$ cat src/rtl/rx_udp_dscp_screener.sv
module rx_udp_dscp_screener #(
  parameter int NUM_RULES = 4,
  localparam int IDXW = (NUM_RULES > 1) ? $clog2(NUM_RULES) : 1
) (
  input  logic            clk,
  input  logic            rst_n,
  input  logic            rx_start,
  input  logic            rx_valid,
  input  logic [7:0]      rx_data,
  input  logic            rx_end,
  input  logic            cfg_we,
  input  logic [IDXW-1:0] cfg_idx,
  input  logic [31:0]     cfg_wdata,
  output logic            res_valid,
  output logic            res_hit,
  output logic            res_drop,
  output logic [3:0]      res_queue
);
  localparam logic [5:0] DS_POS   = 6'd15;
  localparam logic [5:0] PHI_POS  = 6'd36;
  localparam logic [5:0] PLO_POS  = 6'd37;
  localparam logic [5:0] SAT_POS  = 6'd38;

  logic [31:0] rule_q [NUM_RULES];
  logic [5:0]  cnt_q;
  logic        in_frame_q;
  logic [7:0]  dscp_q;
  logic [7:0]  port_hi_q;

  logic [5:0]  pos;
  logic        take, fire, have_ds, have_port;
  logic [7:0]  cur_ds;
  logic [15:0] cur_port;
  logic        sel_hit, sel_drop;
  logic [3:0]  sel_q;

  assign pos       = rx_start ? 6'd0 : cnt_q;
  assign take      = rx_valid && (rx_start || in_frame_q);
  assign fire      = take && ((pos == PLO_POS) || (rx_end && pos < PLO_POS));
  assign have_ds   = pos >= DS_POS;
  assign have_port = pos == PLO_POS;
  assign cur_ds    = (pos == DS_POS) ? rx_data : dscp_q;
  assign cur_port  = {port_hi_q, rx_data};

  always_comb begin
    logic m, mm;
    sel_hit  = 1'b0;
    sel_drop = 1'b0;
    sel_q    = 4'd0;
    for (int i = NUM_RULES - 1; i >= 0; i--) begin
      m  = 1'b0;
      mm = 1'b0;
      if (rule_q[i][28]) begin
        if (have_ds && cur_ds == rule_q[i][11:4]) m = 1'b1;
        else mm = 1'b1;
      end
      if (rule_q[i][29]) begin
        if (have_port && cur_port == rule_q[i][27:12]) m = 1'b1;
        else mm = 1'b1;
      end
      if (m && !mm) begin
        sel_hit  = 1'b1;
        sel_drop = rule_q[i][30];
        sel_q    = rule_q[i][3:0];
      end
    end
  end

  always_ff @(posedge clk) begin
    if (!rst_n) begin
      for (int i = 0; i < NUM_RULES; i++) rule_q[i] <= '0;
    end else if (cfg_we && int'(cfg_idx) < NUM_RULES) begin
      rule_q[cfg_idx] <= cfg_wdata;
    end
  end

  always_ff @(posedge clk) begin
    if (!rst_n) begin
      cnt_q      <= '0;
      in_frame_q <= 1'b0;
      dscp_q     <= '0;
      port_hi_q  <= '0;
    end else if (take) begin
      cnt_q      <= (pos < SAT_POS) ? pos + 6'd1 : SAT_POS;
      in_frame_q <= !rx_end;
      if (pos == DS_POS)  dscp_q    <= rx_data;
      if (pos == PHI_POS) port_hi_q <= rx_data;
    end
  end

  always_ff @(posedge clk) begin
    if (!rst_n) begin
      res_valid <= 1'b0;
      res_hit   <= 1'b0;
      res_drop  <= 1'b0;
      res_queue <= '0;
    end else begin
      res_valid <= fire;
      res_hit   <= fire && sel_hit;
      res_drop  <= fire && sel_hit && sel_drop;
      res_queue <= (fire && sel_hit) ? sel_q : 4'd0;
    end
  end
endmodule


$ cat config.mk
export PLATFORM = sky130hd
export DESIGN_NAME = rx_udp_dscp_screener
export DESIGN_NICKNAME = d
export VERILOG_FILES = /design/src/rtl/rx_udp_dscp_screener.sv
export SDC_FILE = /design/constraint.sdc
export NUM_CORES = 1
export LEC_CHECK = 0
export CAP_MARGIN = 15
export CORE_MARGIN = 8
export CORE_UTILIZATION = 45
export DETAILED_ROUTE_END_ITERATION = 16
export DONT_BUFFER_PORTS = 1
export PLACE_DENSITY = 0.6
export SETUP_SLACK_MARGIN = 0.2
export SYNTH_ARGS = -nofsm -noshare
export SYNTH_HDL_FRONTEND = slang
export SYNTH_SLANG_ARGS = --single-unit
export TNS_END_PERCENT = 10
$ cat constraint.sdc
create_clock -name clk -period 8.3 [get_ports clk]
set_input_delay 1.66 -clock clk [delete_from_list [all_inputs] [get_ports clk]]
set_output_delay 1.66 -clock clk [all_outputs]
set_load 0.005 [all_outputs]
# Yosys cells after proc, flatten, opt, wreduce, memory -nomap -nowiden
# Memories as Yosys holds them, arrays and structs flattened.
# Cells that the tools add are included.
# classes
n_addsub	1
magnitude_cmp	3
n_eq_ne	11
mux	54
n_reduce_logical	27
# op_table
operator	n
16-bit == test	4
1-bit two-way mux	45
8-bit == test	4
32-bit two-way mux	1
32-bit OR reduction	1
1-bit logical AND	17
4-bit two-way mux	4
6-bit == test, second input constant	2
6-bit < comparator, second input constant	2
6-bit two-way mux	2
8-bit two-way mux	1
6-bit by 1-bit adder with 6-bit output, second input constant	1
6-bit by 4-bit == test with 1-bit output, second input constant	1
6-bit by 4-bit greater-or-equal comparator with 1-bit output, second input constant	1
1-bit zero test	5
2-bit AND reduction	2
1-bit logical OR	2
2-bit two-way mux	1
# word_totals
register_bits	30
ram_bits	128
input_bits	48
output_inout_bits	7
wordCells	105
mem_count	1
# memory_table
memory	words	width	rd	rd_ports_with_merged_regs	write_ports	line	source
rule_q	4	32	4	0	4	24	logic [31:0] rule_q [NUM_RULES];

# Depth between registers and ports, before layout
# depth
ltp_word	17
ltp_mapped	15
depth_no_buf	11

# Least setup slack after synthesis
# No wires, ideal clock.
# synth_path
kind	input to register
start	input rx_start
end	register res_drop
setup_time_ns	0.144
arrival_time_ns	4.131
required_time_ns	8.156
slack_ns	4.025
cell_stages	14
path_buffers	3
path_cell_list	clkbuf_1 -> nand2b_1 -> inv_1 -> ha_1 -> and3_1 -> buf_4 -> nand2_2 -> buf_6 -> nand2_1 -> a32o_1 -> o41a_1 -> or2_1 -> nand4b_1 -> a311oi_1
# synth_via
elab_chain_cells	17
elab_cells_between_ends	73
cone_classes	order compare: 2; eq/ne: 6; mux: 42; reduce/logical: 23
# synth_rtl
item	line	source
start, declared	7	input logic rx_start,
6-bit two-way mux	37	assign pos = rx_start ? 6'd0 : cnt_q;
6-bit by 4-bit == test with 1-bit output	42	assign cur_ds = (pos == DS_POS) ? rx_data : dscp_q;
8-bit two-way mux	n/a	
8-bit == test	54	if (have_ds && cur_ds == rule_q[i][11:4]) m = 1'b1;
1-bit logical AND	54	
1-bit two-way mux	54	
1-bit two-way mux	53	if (rule_q[i][28]) begin
1-bit two-way mux	58	if (have_port && cur_port == rule_q[i][27:12]) m = 1'b1;
1-bit two-way mux	57	if (rule_q[i][29]) begin
1-bit zero test	61	if (m && !mm) begin
1-bit logical AND	61	
1-bit two-way mux (4 in series)	61	
1-bit logical AND	100	res_drop <= fire && sel_hit && sel_drop;
1-bit logical AND *	100	
end signal, assigned	100	
end, declared	16	output logic res_drop,
# Every way passes the cells marked *; elsewhere a longest branch is shown, timed or not.
# A chain may end at the register's enable or synchronous reset.

# Worst setup path in the final report
# Same ends and word-level chain as after synthesis.

==> run_results.csv <==
group,metric,value,unit
layout,n_fill_cell,1577,
logic_synthesis,ys_seq_area_frac,0.553,
clock_tree,cts_made_buffers,17,
critical_path,worstSetupPathType,"in -> reg",
logic_synthesis,synthFlopType,"edfxtp_1",
logic_synthesis,synth_cell_types,64,
layout,register_area,4320,sq um
logic_synthesis,synth_top_cell_by_area,"edfxtp_1",
global_route,grt_start_max_net_pins,61,
clock_tree,cts_tree,"done",
global_route,grt_use_met2,0.325,
clock_tree,clkTransAtPathRegs,0.06,ns
route,post_drt_wl_per_cell,22.7,microns
clock_tree,holdBufCountCts,0,
floorplanning,placement_rows,48,
global_route,gr-usage-met3,0.0520,
timing,finalMaxSlewViolations,0,
clock_tree,clkSinkCount,154,
timing,hold_viol_final,0,
logic_synthesis,post_synth_instance_area,7830,sq um
logic_synthesis,synth_warnings,0,
critical_path,rrSetupSlack,4.68,ns
power,p_leak,3.12,nW
logic_synthesis,syn_area_per_cell,11.3,sq um
placement,portBuffers,0,
route,routed-via-count,5155,
critical_path,end_kind,"flip-flop",
timing,worstMarginPinSlew,0.832,ns
route,drt-initial-drc-count,495,
global_route,grt_util_all_layers,0.194,
floorplanning,die-area,21900,sq um
layout,area_delta_synth_final,9.91,%
global_route,grt_antenna_before_repair,0,
global_route,number_of_global_route_vias_before_repair,5182,
timing,worst_hold_slack,0.509,ns
global_route,grt_first_pass_wirelength,31800,microns
logic_synthesis,top_cell_type_s_share_of_synthesized_area,0.476,
critical_path,critical_path_at,4.92,ns
global_route,grt_use_met1,0.237,
clock_tree,ctsRootBufferMaster,"clkbuf_16",
route,drt.antenna.violating_nets,0,
route,drc_errors,0,
floorplanning,dieWidth,148,microns
timing,timing.final.setup_violations,0,
logic_synthesis,synthesis.instances,693,
timing,clock-skew-final,0.00825,ns
layout,post_route_cells_drive_above_1_share,0.0773,
run,cap_viol_max_count,0,
floorplanning,chipHeight,148,microns
logic_synthesis,netlist_top_cells_area,"edfxtp_1 (48%), and2_1 (7.7%), dfxtp_1 (7.7%), xor2_1 (4.8%), xnor2_1 (4.6%)",
timing,setup_tns,0,ns
floorplanning,io-pin-count,55,
timing,rsz_0062_raised_after_global_routing,"false",
clock_tree,cts_setup_buffers,0,
clock_tree,clk_path_buf_depth,2,
logic_synthesis,net_count_of_the_mapped_netlist,745,
power,cellPowerDensity,217,nW/um^2
timing,max-slew-margin-rel,0.445,
clock_tree,cts_htree_levels,4,
layout,n_antenna_cell,0,
logic_synthesis,synthesized_flop_and_latch_total,154,
logic_synthesis,synth_enable_flop_cells,124,
route,routed_wl,20700,microns
timing,fmax,218,MHz
floorplanning,core_area,17200,sq um
layout,final_net_count,727,
critical_path,required,8.63,ns
hold_path,hold_class,"reg -> reg",
power,vdd.ir_drop.worst,0.000155,V
floorplanning,floorplan.initialDensity,0.456,
clock_tree,clk_latency,0.43,ns
clock_tree,post_cts_resize_count,0,
global_route,grt.overflow.total,0,
placement,place.gp.congestion,0.901,
critical_path,timing.critical_path.fanout_max,16,
critical_path,startpoint_type,"primary input",
status,outcome,"finished, final reports clean",
layout,multi_input_area,3240,sq um
timing,min_period_over_period,0.553,
route,drt_first_pass_iters,7,
global_route,grt-busiest-layer,"met2",
route,route.detailed.vias_per_inst,5.66,
placement,dpl.hpwl,14000,microns
timing,final_min_period,4.59,ns
logic_synthesis,synth_async_sr_flop_share,0,
power,finalPower,1.86,mW
## per-stage QoR
| stage | util | instances | instance area (sq um) | worst slack, ns |
|---|---|---|---|---|
| after global routing | 0.501 | 911 | 8600 | 3.47 |
| after CTS | 0.501 | 911 | 8600 | 3.70 |
| final | 0.501 | 911 | 8600 | 3.71 |
| after floorplan | - | 693 | 7830 | 4.02 |
| after global placement | 0.465 | 881 | 7980 | 3.33 |
| after detailed placement | 0.465 | 881 | 7980 | 3.25 |
## area by class of cell
class | count | area share
tap | 225 | 0.0327
multi-input combinational | 473 | 0.377
sequential | 154 | 0.503
inverter | 22 | 0.00960
timing repair buffer | 7 | 0.00611
clock inverter | 13 | 0.0225
clock buffer | 17 | 0.0495
## layer usage
metal  vias to the layer above  routed length [microns]
met1                      2522                     8530
met3                        28                     1380
met4                         0                      401
li1                       2432                        -
met5                         -                        0
met2                       173                    10300
## flip-flops by register name, summed over array words and instances (netlist names)
signal      cells
res_queue       4
res_drop        1
dscp_q          8
cnt_q           6
res_hit         1
port_hi_q       8
in_frame_q      1
rule_q        124
res_valid       1
## power by group
part           internal (mW)  switching, mW  total, mW
sequential             0.886         0.0273      0.913
combinational         0.0512         0.0678      0.119
clock                  0.504          0.326      0.830
## final timing paths
check                      endpoint              startpoint  depth (start not counted)
max             res_drop$_SDFF_PN0_                rx_start                         11
max reg2reg     res_drop$_SDFF_PN0_   cnt_q[0]$_SDFFE_PN0P_                         11
min reg2reg  dscp_q[4]$_SDFFE_PN0P_  dscp_q[4]$_SDFFE_PN0P_                          2
min          dscp_q[4]$_SDFFE_PN0P_  dscp_q[4]$_SDFFE_PN0P_                          2
## worst max-delay path, cell delays in order
cell and delay [ns]:
nand2b_1 0.20, inv_1 0.13, ha_1 0.22, and3_1 0.40
nand2_2 0.30, mux2i_2 0.28, a32oi_1 0.19, nand4_1 0.18
a221oi_2 0.75, o41ai_2 0.30, a311oi_1 0.28
## cell usage after synthesis (9+ instances only)
| cell type | count |
|---|---|
| nand2b_1 | 13 |
| edfxtp_1 | 124 |
| o21ai_0 | 15 |
| clkbuf_1 | 33 |
| and2_1 | 96 |
| nor2_1 | 15 |
| nor2b_1 | 16 |
| nand3_1 | 9 |
| nor4_1 | 11 |
| inv_1 | 22 |
| xor2_1 | 43 |
| and3_1 | 35 |
| nand2_1 | 38 |
| a21oi_1 | 22 |
| xnor2_1 | 41 |
| o22ai_1 | 9 |
| dfxtp_1 | 30 |
| nand4_1 | 11 |
| a21boi_0 | 10 |
## cell usage in the layout (no fill, tap or decap), types with 7 or more instances in the layout
| master | synthesis | final |
|---|---|---|
| a21boi_0 | 10 | 10 |
| a21oi_1 | 22 | 22 |
| and2_1 | 96 | 96 |
| and3_1 | 35 | 35 |
| buf_4 | 1 | 7 |
| clkbuf_16 | 0 | 17 |
| dfxtp_1 | 30 | 30 |
| edfxtp_1 | 124 | 124 |
| inv_1 | 22 | 22 |
| nand2_1 | 38 | 38 |
| nand2b_1 | 13 | 13 |
| nand3_1 | 9 | 9 |
| nand4_1 | 11 | 11 |
| nand4b_1 | 7 | 7 |
| nor2_1 | 15 | 15 |
| nor2b_1 | 16 | 16 |
| nor4_1 | 11 | 11 |
| o21ai_0 | 15 | 15 |
| o22ai_1 | 9 | 9 |
| xnor2_1 | 41 | 41 |
| xor2_1 | 43 | 43 |
## kinds of logic after synthesis
kind of cell	count (synthesis)	synth area share
simple gates	276	0.208
flops	154	0.553
compound gates	100	0.0916
xor+xnor	84	0.0940
buf+inv	66	0.0352
mux	9	0.0126
fa+ha+maj	4	0.00640
Power figures use the tool's default switching activity.
